==> src/rtl/i2c_stx_pkg.sv <==
`timescale 1ns/1ps
package i2c_stx_pkg;
   typedef enum logic [1:0] {
      ST_IDLE   = 2'd0,
      ST_ACKOUT = 2'd1,
      ST_SHIFT  = 2'd2,
      ST_ACKIN  = 2'd3
   } stx_state_e;

   localparam int FL_ACKT   = 0;
   localparam int FL_CNT    = 1;
   localparam int FL_NACK   = 2;
   localparam int FL_STOP   = 3;
   localparam int FL_RSTRT  = 4;
   localparam int NUM_FLAGS = 5;
endpackage

==> src/rtl/i2c_stx_holdbuf.sv <==
`timescale 1ns/1ps
module i2c_stx_holdbuf #(
   parameter int BYTE_W = 8
) (
   input  logic              clk,
   input  logic              rst_n,
   input  logic              wr,
   input  logic [BYTE_W-1:0] wdata,
   input  logic              take,
   output logic [BYTE_W-1:0] data,
   output logic              empty,
   output logic              txif
);
   always_ff @(posedge clk or negedge rst_n) begin
      if (!rst_n) begin
         data  <= '0;
         empty <= 1'b1;
         txif  <= 1'b1;
      end else begin
         if (take) begin
            empty <= 1'b1;
            txif  <= 1'b1;
         end
         if (wr) begin
            data  <= wdata;
            empty <= 1'b0;
            txif  <= 1'b0;
         end
      end
   end

   // a write always leaves the buffer full with the transmit flag clear
   a_r3_write_fills: assert property (@(posedge clk) disable iff (!rst_n)
      wr |=> (!empty && !txif));
endmodule

==> src/rtl/i2c_stx_shifter.sv <==
`timescale 1ns/1ps
module i2c_stx_shifter #(
   parameter int BYTE_W = 8
) (
   input  logic              clk,
   input  logic              rst_n,
   input  logic              load,
   input  logic [BYTE_W-1:0] ld_data,
   input  logic              shift,
   output logic              msb,
   output logic              at_last
);
   localparam int BIT_W = $clog2(BYTE_W);

   logic [BYTE_W-1:0] sh_q;
   logic [BIT_W-1:0]  idx_q;

   always_ff @(posedge clk or negedge rst_n) begin
      if (!rst_n) begin
         sh_q  <= '0;
         idx_q <= '0;
      end else if (load) begin
         sh_q  <= ld_data;
         idx_q <= '0;
      end else if (shift) begin
         sh_q  <= {sh_q[BYTE_W-2:0], 1'b1};
         idx_q <= idx_q + 1'b1;
      end
   end

   assign msb     = sh_q[BYTE_W-1];
   assign at_last = (idx_q == BIT_W'(BYTE_W-1));

   // the bit on the wire only moves on a shift or a load
   a_r5_hold_still: assert property (@(posedge clk) disable iff (!rst_n)
      (!load && !shift) |=> $stable(sh_q));
endmodule

==> src/rtl/i2c_stx_bytecnt.sv <==
`timescale 1ns/1ps
module i2c_stx_bytecnt #(
   parameter int CNT_W = 8
) (
   input  logic             clk,
   input  logic             rst_n,
   input  logic             ld,
   input  logic [CNT_W-1:0] ld_val,
   input  logic             dec,
   output logic [CNT_W-1:0] cnt,
   output logic             nonzero
);
   always_ff @(posedge clk or negedge rst_n) begin
      if (!rst_n)                 cnt <= '0;
      else if (ld)                cnt <= ld_val;
      else if (dec && cnt != '0)  cnt <= cnt - 1'b1;
   end

   assign nonzero = (cnt != '0);

   // each transferred byte takes exactly one count
   a_r4_one_step: assert property (@(posedge clk) disable iff (!rst_n)
      (dec && !ld && cnt != '0) |=> (cnt == CNT_W'($past(cnt) - 1'b1)));
endmodule

==> src/rtl/i2c_stx_engine.sv <==
`timescale 1ns/1ps
module i2c_stx_engine
   import i2c_stx_pkg::*;
#(
   parameter int BYTE_W = 8,
   parameter int CNT_W  = 8
) (
   input  logic                 clk,
   input  logic                 rst_n,
   input  logic                 scl_in,
   input  logic                 scl_rise,
   input  logic                 scl_fall,
   input  logic                 sda_in,
   input  logic                 stop_det,
   input  logic                 restart_det,
   input  logic                 addr_rd_match,
   input  logic                 rx_ovf,
   input  logic                 stretch_dis,
   input  logic                 ackt_hold_en,
   input  logic                 nack_ie,
   input  logic                 tx_wr,
   input  logic [BYTE_W-1:0]    tx_wdata,
   input  logic                 stretch_clr,
   input  logic                 cnt_ld,
   input  logic [CNT_W-1:0]     cnt_wdata,
   input  logic [NUM_FLAGS-1:0] flag_clr,
   output logic                 sda_out,
   output logic                 scl_hold,
   output logic                 stretch,
   output logic                 ack_stat,
   output logic                 active,
   output logic                 tx_empty,
   output logic                 tx_irq,
   output logic [CNT_W-1:0]     cnt,
   output logic [NUM_FLAGS-1:0] flags,
   output logic                 irq,
   output logic                 err_irq
);
   localparam logic [CNT_W-1:0] CNT_ONE = CNT_W'(1);

   if (BYTE_W != 8) begin : g_bad_byte
      $error("i2c_stx_engine: BYTE_W must be 8 for an I2C byte");
   end
   if (CNT_W < 1) begin : g_bad_cnt
      $error("i2c_stx_engine: CNT_W must be at least 1");
   end

   stx_state_e           st_q, st_d;
   logic                 active_d, ack_stat_d;
   logic                 take, dec, shift_en;
   logic                 set_st_empty, set_st_ack;
   logic                 hold_ack_q;
   logic [NUM_FLAGS-1:0] set_flag;
   logic [BYTE_W-1:0]    buf_data;
   logic                 cnt_nz, sh_msb, sh_last;

   i2c_stx_holdbuf #(.BYTE_W(BYTE_W)) u_buf (
      .clk(clk), .rst_n(rst_n), .wr(tx_wr), .wdata(tx_wdata), .take(take),
      .data(buf_data), .empty(tx_empty), .txif(tx_irq)
   );

   i2c_stx_shifter #(.BYTE_W(BYTE_W)) u_sh (
      .clk(clk), .rst_n(rst_n), .load(take), .ld_data(buf_data),
      .shift(shift_en), .msb(sh_msb), .at_last(sh_last)
   );

   i2c_stx_bytecnt #(.CNT_W(CNT_W)) u_cnt (
      .clk(clk), .rst_n(rst_n), .ld(cnt_ld), .ld_val(cnt_wdata), .dec(dec),
      .cnt(cnt), .nonzero(cnt_nz)
   );

   // transfer sequencing
   always_comb begin
      st_d         = st_q;
      active_d     = active;
      ack_stat_d   = ack_stat;
      take         = 1'b0;
      dec          = 1'b0;
      shift_en     = 1'b0;
      set_st_empty = 1'b0;
      set_st_ack   = 1'b0;
      set_flag     = '0;
      if (stop_det || restart_det) begin
         st_d               = ST_IDLE;
         active_d           = 1'b0;
         set_flag[FL_STOP]  = stop_det;
         set_flag[FL_RSTRT] = restart_det;
      end else if (addr_rd_match) begin
         if (rx_ovf) begin
            st_d              = ST_IDLE;
            active_d          = 1'b0;
            set_flag[FL_NACK] = 1'b1;
         end else begin
            st_d     = ST_ACKOUT;
            active_d = 1'b1;
            if (tx_empty && cnt_nz && tx_irq) set_st_empty = 1'b1;
         end
      end else begin
         unique case (st_q)
            ST_ACKOUT: if (scl_fall) begin
               set_flag[FL_ACKT] = 1'b1;
               set_st_ack        = ackt_hold_en;
               if (cnt_nz) begin
                  take = 1'b1;
                  dec  = 1'b1;
                  st_d = ST_SHIFT;
               end else begin
                  st_d = ST_IDLE;
               end
            end
            ST_SHIFT: if (scl_fall) begin
               shift_en = 1'b1;
               if (sh_last) begin
                  st_d = ST_ACKIN;
                  if (tx_empty && cnt_nz) set_st_empty = 1'b1;
               end
            end
            ST_ACKIN: if (scl_rise) begin
               ack_stat_d        = sda_in;
               set_flag[FL_ACKT] = 1'b1;
               set_st_ack        = ackt_hold_en;
            end else if (scl_fall) begin
               if (!ack_stat) begin
                  if (cnt_nz) begin
                     take = 1'b1;
                     dec  = 1'b1;
                     st_d = ST_SHIFT;
                  end else begin
                     st_d = ST_IDLE;
                  end
               end else begin
                  set_flag[FL_NACK] = 1'b1;
                  active_d          = 1'b0;
                  st_d              = ST_IDLE;
               end
            end
            default: ;
         endcase
      end
      set_flag[FL_CNT] = dec && (cnt == CNT_ONE);
   end

   always_ff @(posedge clk or negedge rst_n) begin
      if (!rst_n) begin
         st_q     <= ST_IDLE;
         active   <= 1'b0;
         ack_stat <= 1'b0;
      end else begin
         st_q     <= st_d;
         active   <= active_d;
         ack_stat <= ack_stat_d;
      end
   end

   // stretch bit: empty-buffer holds end on a write, acknowledge holds on a clear
   always_ff @(posedge clk or negedge rst_n) begin
      if (!rst_n) begin
         stretch    <= 1'b0;
         hold_ack_q <= 1'b0;
      end else if (set_st_ack) begin
         stretch    <= 1'b1;
         hold_ack_q <= 1'b1;
      end else if (set_st_empty) begin
         stretch    <= 1'b1;
      end else if (stretch_clr) begin
         stretch    <= 1'b0;
         hold_ack_q <= 1'b0;
      end else if (tx_wr && !hold_ack_q) begin
         stretch    <= 1'b0;
      end
   end

   // sticky status flags, set has priority over write-1-to-clear
   for (genvar g = 0; g < NUM_FLAGS; g++) begin : g_flag
      logic bit_q;
      always_ff @(posedge clk or negedge rst_n) begin
         if (!rst_n) bit_q <= 1'b0;
         else        bit_q <= set_flag[g] | (bit_q & ~flag_clr[g]);
      end
      assign flags[g] = bit_q;
   end

   always_comb begin
      unique case (st_q)
         ST_ACKOUT: sda_out = 1'b0;
         ST_SHIFT:  sda_out = sh_msb;
         default:   sda_out = 1'b1;
      endcase
   end

   assign scl_hold = stretch & ~stretch_dis & ~scl_in;
   assign irq      = flags[FL_ACKT] & ackt_hold_en;
   assign err_irq  = flags[FL_NACK] & nack_ie;

   // the controller's acknowledge is captured on the ninth rising edge
   a_r7_ack_sampled: assert property (@(posedge clk) disable iff (!rst_n)
      (st_q == ST_ACKIN && scl_rise && !stop_det && !restart_det && !addr_rd_match)
      |=> (ack_stat == $past(sda_in)));

   // a newly raised NACK flag always coincides with an inactive target
   a_r9_nack_drops_active: assert property (@(posedge clk) disable iff (!rst_n)
      $rose(flags[FL_NACK]) |-> !active);
endmodule

==> config.mk <==
export PLATFORM = sky130hd
export DESIGN_NAME = i2c_stx_engine
export DESIGN_NICKNAME = d
export VERILOG_FILES = /design/src/rtl/i2c_stx_pkg.sv /design/src/rtl/i2c_stx_holdbuf.sv /design/src/rtl/i2c_stx_shifter.sv /design/src/rtl/i2c_stx_bytecnt.sv /design/src/rtl/i2c_stx_engine.sv
export SDC_FILE = /design/constraint.sdc
export NUM_CORES = 1
export LEC_CHECK = 0
export ABC_CLOCK_PERIOD_IN_PS = 2000
export BUFFER_PORTS_ARGS = -buffer_cell sky130_fd_sc_hd__buf_2
export CAP_MARGIN = 20
export CORE_ASPECT_RATIO = 1.25
export CORE_MARGIN = 5
export CORE_UTILIZATION = 47
export CTS_CLUSTER_DIAMETER = 100
export DETAILED_ROUTE_END_ITERATION = 8
export GPL_ROUTABILITY_DRIVEN = 0
export GPL_TIMING_DRIVEN = 1
export PLACE_DENSITY = 0.73
export SYNTH_ARGS = -nofsm -noshare
export SYNTH_HDL_FRONTEND = slang
export SYNTH_SLANG_ARGS = --single-unit
export TNS_END_PERCENT = 30
==> constraint.sdc <==
create_clock -name clk -period 2 [get_ports clk]
set_clock_uncertainty 0.2 [all_clocks]
set_input_delay 0.2 -clock clk [delete_from_list [all_inputs] [get_ports clk]]
set_output_delay 0.2 -clock clk [all_outputs]
set_load 0.03 [all_outputs]
# == Word level (Yosys, flattened, before mapping) ==
# Index checks and enable logic that the tools add are counted.
# word_totals
ff_bits,39
mem_bits_ro,0
out_inout_bits,22
ram_bits,0
latchBits,0
input_bits,37
elab_cells,144
memories,0
# classes
bitwise,23
reduce_logical,21
order_cmp,0
mux,71
mul,0
n_eq_ne,12
n_div,0
addsub,2
shift,0
# ops
op,count
1-bit two-way mux,50
8-bit two-way mux,4
2-bit two-way mux,10
4-bit inequality test (second input constant),5
1-bit AND,9
1-bit inverter,9
3-bit nonzero test,3
8-bit by 1-bit equality test with 1-bit output (second input constant),1
1-bit case mux with 2 select lines,4
4-bit AND reduction,2
2-bit nonzero test,4
8-bit nonzero test,1
8-bit by 1-bit subtractor with 8-bit output (second input constant),1
3-bit two-way mux,2
2-bit case mux with 3 select lines,1
6-bit AND reduction,1
1-bit logical AND,5
1-bit OR,5
5-bit nonzero test,1
2-bit equality test (second input constant),2
4-bit nonzero test,1
3-bit by 1-bit adder with 3-bit output (second input constant),1
3-bit equality test (second input constant),1
3-bit by 1-bit inequality test with 1-bit output (second input constant),1
other kinds (5),5

# == Logic depth before layout (Yosys ltp) ==
# depth
word_depth,11
mapped_depth,7
ltp_nobuf,6

# == Cells and area by module ==
# A second synthesis with hierarchy kept.
# hier_totals
hier_cells,208
area_unflattened_um2,2183.3
# by_module_without_submodules
module,area_per_inst_um2,seq_area_each_um2,cells_per_inst,instances
i2c_stx_engine,733.2,275.3,78,1
i2c_stx_bytecnt,566.8,200.2,64,1
i2c_stx_shifter,508.0,275.3,46,1
i2c_stx_holdbuf,375.4,226.5,20,1

# == Worst setup path before layout ==
# No wires, ideal clock.
# synth_path
kind,reg2reg
startpoint,register u_cnt.cnt[0]
endpoint,register u_cnt.cnt[5]
stages_incl_launch_ff,8
slack_ns,-0.300
arrival_ns,2.014
path_cell_list,dfrtp_1 -> inv_1 -> ha_1 -> or3b_2 -> o21ai_2 -> buf_2 -> or4_2 -> o211ai_1
# synth_between
elab_chain_len,10
elab_cells_between_ends,14
cone_classes,add/sub (1); mux (10); reduce/logical (3)
# synth_rtl
item,line_no,text
"start, declared",i2c_stx_bytecnt.sv:10,"output logic [CNT_W-1:0] cnt,"
"start signal, assigned",i2c_stx_bytecnt.sv:15,else if (ld) cnt <= ld_val;
"start signal, assigned",i2c_stx_bytecnt.sv:16,else if (dec && cnt != '0) cnt <= cnt - 1'b1;
8-bit nonzero test,"i2c_stx_bytecnt.sv:16, i2c_stx_bytecnt.sv:19",
1-bit two-way mux,"i2c_stx_engine.sv:103, i2c_stx_engine.sv:124",
1-bit two-way mux,i2c_stx_engine.sv:123,if (!ack_stat) begin
1-bit two-way mux,i2c_stx_engine.sv:122,end else if (scl_fall) begin
1-bit two-way mux,i2c_stx_engine.sv:118,ST_ACKIN: if (scl_rise) begin
1-bit case mux with 2 select lines,i2c_stx_engine.sv:99,unique case (st_q)
1-bit two-way mux,i2c_stx_engine.sv:88,end else if (addr_rd_match) begin
1-bit two-way mux,i2c_stx_engine.sv:83,if (stop_det || restart_det) begin
1-bit logical AND,i2c_stx_bytecnt.sv:16,
2-bit nonzero test (no line),n/a,
# Several ways; a longest one is shown, not always the timed one. The select of a mux whose other input is x is not followed.
# A chain may end at the register's enable or synchronous reset.

# == Final worst setup path ==
# layout_path
startpoint,register u_cnt.cnt[5]
endpoint,register u_cnt.cnt[7]
# The elaborated chain is that of the path after synthesis.

==> results.md <==
* Syn avg cell area at around 10 um2
* Clock share of power at 0.376
* Design Area, Final at roughly 3100 um2
* Post-synth ARST share at 1.000
* I/O Buffers at between 50 and 60
* Fill count at around 330
* CP endpoint kind: flip-flop
* CTS tree: done
* Outcome: finished, violations left
* VDD IR max at between 0.4 and 0.5 mV
* Count leader, synth: dfrtp_1
* WL final at about 5.6 mm
* Clock Latency Late Sink at approximately 290 ps
* Mapped Cells at approximately 210
* Worst Path Max Fanout at 4
* Routed Antenna Nets at 0
* Clock slew at reported path FFs at around 80 ps
* Final nets at 362
* Final Setup Violations at 4
* DR vias at 1971
* Syn_nets at approximately 250
* Slew @ Worst Pin at between 400 and 500 ps
* YS warnings at 0
* Unique cell type count in the Yosys netlist at between 50 and 60
* Switching Fraction at 0.2485
* CTS root buf: clkbuf_8
* Final WS setup at -42.02 ps
* Max Fclk at slightly below 0.5 GHz
* Gr ovfl total at 0
* First-pass GRT wire length at approximately 9.3 mm
* Clock Path Buffers at 2
* Layout cells sized above 1 at 0.4497
* RSZ-0062 raised after global routing: true
* CP Launch Type: flip-flop
* Initial antenna violation count at 0
* DRC at 0
* Largest net degree at the start of global routing at 16
* P_leak at 1.495 nW
* I/O Pins at around 60
* Final worst path period need at just over 2000 ps
* Reg power frac at 0.430
* Ys flop type: dfrtp_1
* Vias per inst at roughly 5.2
* Worst Path Arrival at between 2000 and 2500 ps
* Hold WC Path Type: in2reg
* Fin. max-slew vios at 0
* Post-synthesis register bit count at 39
* Core area at between 4000 and 5000 um2
* Die Area at about 6000 um2
* Yosys top cell by area: dfrtp_1
* Detailed placer's ending HPWL at between 4 and 5 mm
* Vias in the first global route at 1987
* Max-slew headroom at 0.6785
* CTS H-tree lvls at 2
* Die width at around 71 um
* TritonRoute pass-1 iters at 5
* GRT Total Usage at 0.1909
* Critical path class: reg2reg
* Area growth syn-to-layout at 45.03%
* Maxcap violations at 0
* Starting density of the core at 0.4897
* Num CTS Buffers at 5
* Crit path required time at ~2000 ps
* Die H at between 80 and 90 um
* Detailed router's first-iteration violation count at between 100 and 150
* Power Dens Cells at between 600 and 700 nW/um2
* Gate power share at 0.194
* Final hold violation count at 0
* Area after DPL at 2701 um2
* Clock sinks at 39
* Internal power at about 1.6 mW
* Commonest cells post-synth: dfrtp_1, mux2_2, nor2_1
* Antenna Cells at 0
* Failing checks: setup timing
* Tot Pwr at between 2 and 2.5 mW
* Crit share post-route at 1.021
* R2R Setup Slk at -40 ps
* Avg WL per Cell at 14.95 um
* Post-Syn Area at 2167 um2
* Sequential area share after synthesis at 0.4509
* Cell Rows at 27
* Synth top area cells: dfrtp_1, mux2_2, ha_1, nor2_1, buf_4
* Area share of the largest cell type after synthesis at 0.4388
* Number of flops mapped to enable cells by yosys at 0
* Psw at slightly above 0.5 mW
-- layer usage --
metal	part of all wire	wire, um	track usage
met5	0	0	0
met4	0.0094	53	0.05128
met3	0.043	242	0.04338
met2	0.54	3062	0.3435
met1	0.40	2262	0.2271
-- cells in the final DEF, fill, tap and decap left out, types with 3 or more instances in the layout --
master / count
dlygate4sd3_1: 24
or4_4: 3
o211ai_1: 3
buf_2: 57
or3_1: 3
nor3_1: 3
inv_1: 11
and2_1: 3
nor2b_1: 3
a21oi_1: 4
nor2_1: 17
ha_1: 5
or4_1: 4
nand3_1: 3
clkbuf_8: 5
dfrtp_2: 3
a31oi_1: 4
mux2i_1: 4
o21ai_0: 7
nand2_1: 11
buf_4: 31
mux2_2: 21
dfrtp_1: 35
a21o_1: 4
-- registers in the layout, summed over array words and instances (netlist names) --
signal,count
u_buf.data,8
u_cnt.cnt,8
u_sh.sh_q,8
g_flag.bit_q,5
u_sh.idx_q,3
st_q,2
ack_stat,1
active,1
hold_ack_q,1
stretch,1
u_buf.empty,1
-- layout make-up --
class / count / area (um2) / share of cell area
Timing Repair Buffer: 114 / 780.7 / 0.2484
Clock buffer: 6 / 72.57 / 0.02309
Clock inverter: 2 / 60.06 / 0.01911
Tap cell: 58 / 72.57 / 0.02309
Inverter: 14 / 52.55 / 0.01672
Sequential cell: 39 / 980.9 / 0.3121
Multi-Input combinational cell: 143 / 1124 / 0.3575
-- metrics by stage --
step / hold slack [ps] / TNS (ps) / instances / setup slack (ps) / utilization
3_5_place_dp: -80.56 / -59.62 / 341 / -23.07 / 0.6104
6_report: 2.222 / -88.58 / 376 / -42.02 / 0.7102
2_1_floorplan: -295.6 / -601.6 / 208 / -115.6 / -
4_1_cts: 10.21 / -34.65 / 373 / -34.65 / 0.6949
3_3_place_gp: -82.53 / 0 / 341 / 26.41 / 0.6104
5_1_grt: 26.29 / -910.7 / 376 / -119.8 / 0.7102
-- timing repair --
item                                   in CTS  in global routing
endpoints found under the hold margin      59                  0
resized for setup                           1                 13
buffers inserted                            0                  2
hold buffers                               24                  0
pin swaps                                   2                  3
setup endpoints to repair                   8                 18
gates cloned                                0                  1
-- kinds of logic after synthesis --
logic type,count (synthesis),synth area share
fa+ha+maj,8,0.04619
mux,25,0.1276
flops,39,0.4509
xor+xnor,1,0.004042
compound gates,43,0.1438
buf+inv,27,0.06409
simple gates,65,0.1634
-- power by group through the flow --
stage,Sequential [mW],Combinational (mW),Clock (mW)
after global placement,0.902,0.341,0
after global routing,0.899,0.439,0.829
after floorplan,0.933,0.164,0
after CTS,0.890,0.387,0.794
final,0.890,0.400,0.778
after detailed placement,0.906,0.350,0
-- worst max-delay path, stage by stage, from the launching register on --
cell     delay [ps]
dfrtp_1         420
or2_1           260
or4_4           430
or4_1           470
a31oi_1         180
-- final timing paths --
| path | start | endpoint | depth (start not counted) |
|---|---|---|---|
| max | u_cnt.cnt[5] | u_cnt.cnt[7] | 4 |
| max in group asynchronous | rst_n | u_buf.empty | 3 |
| min in group asynchronous | rst_n | u_sh.idx_q[2] | 2 |
| min reg2reg | hold_ack_q | hold_ack_q | 1 |
| min | tx_wr | u_buf.empty | 2 |
| max reg2reg | u_cnt.cnt[5] | u_cnt.cnt[7] | 4 |
(Power assumes the default switching activity.)
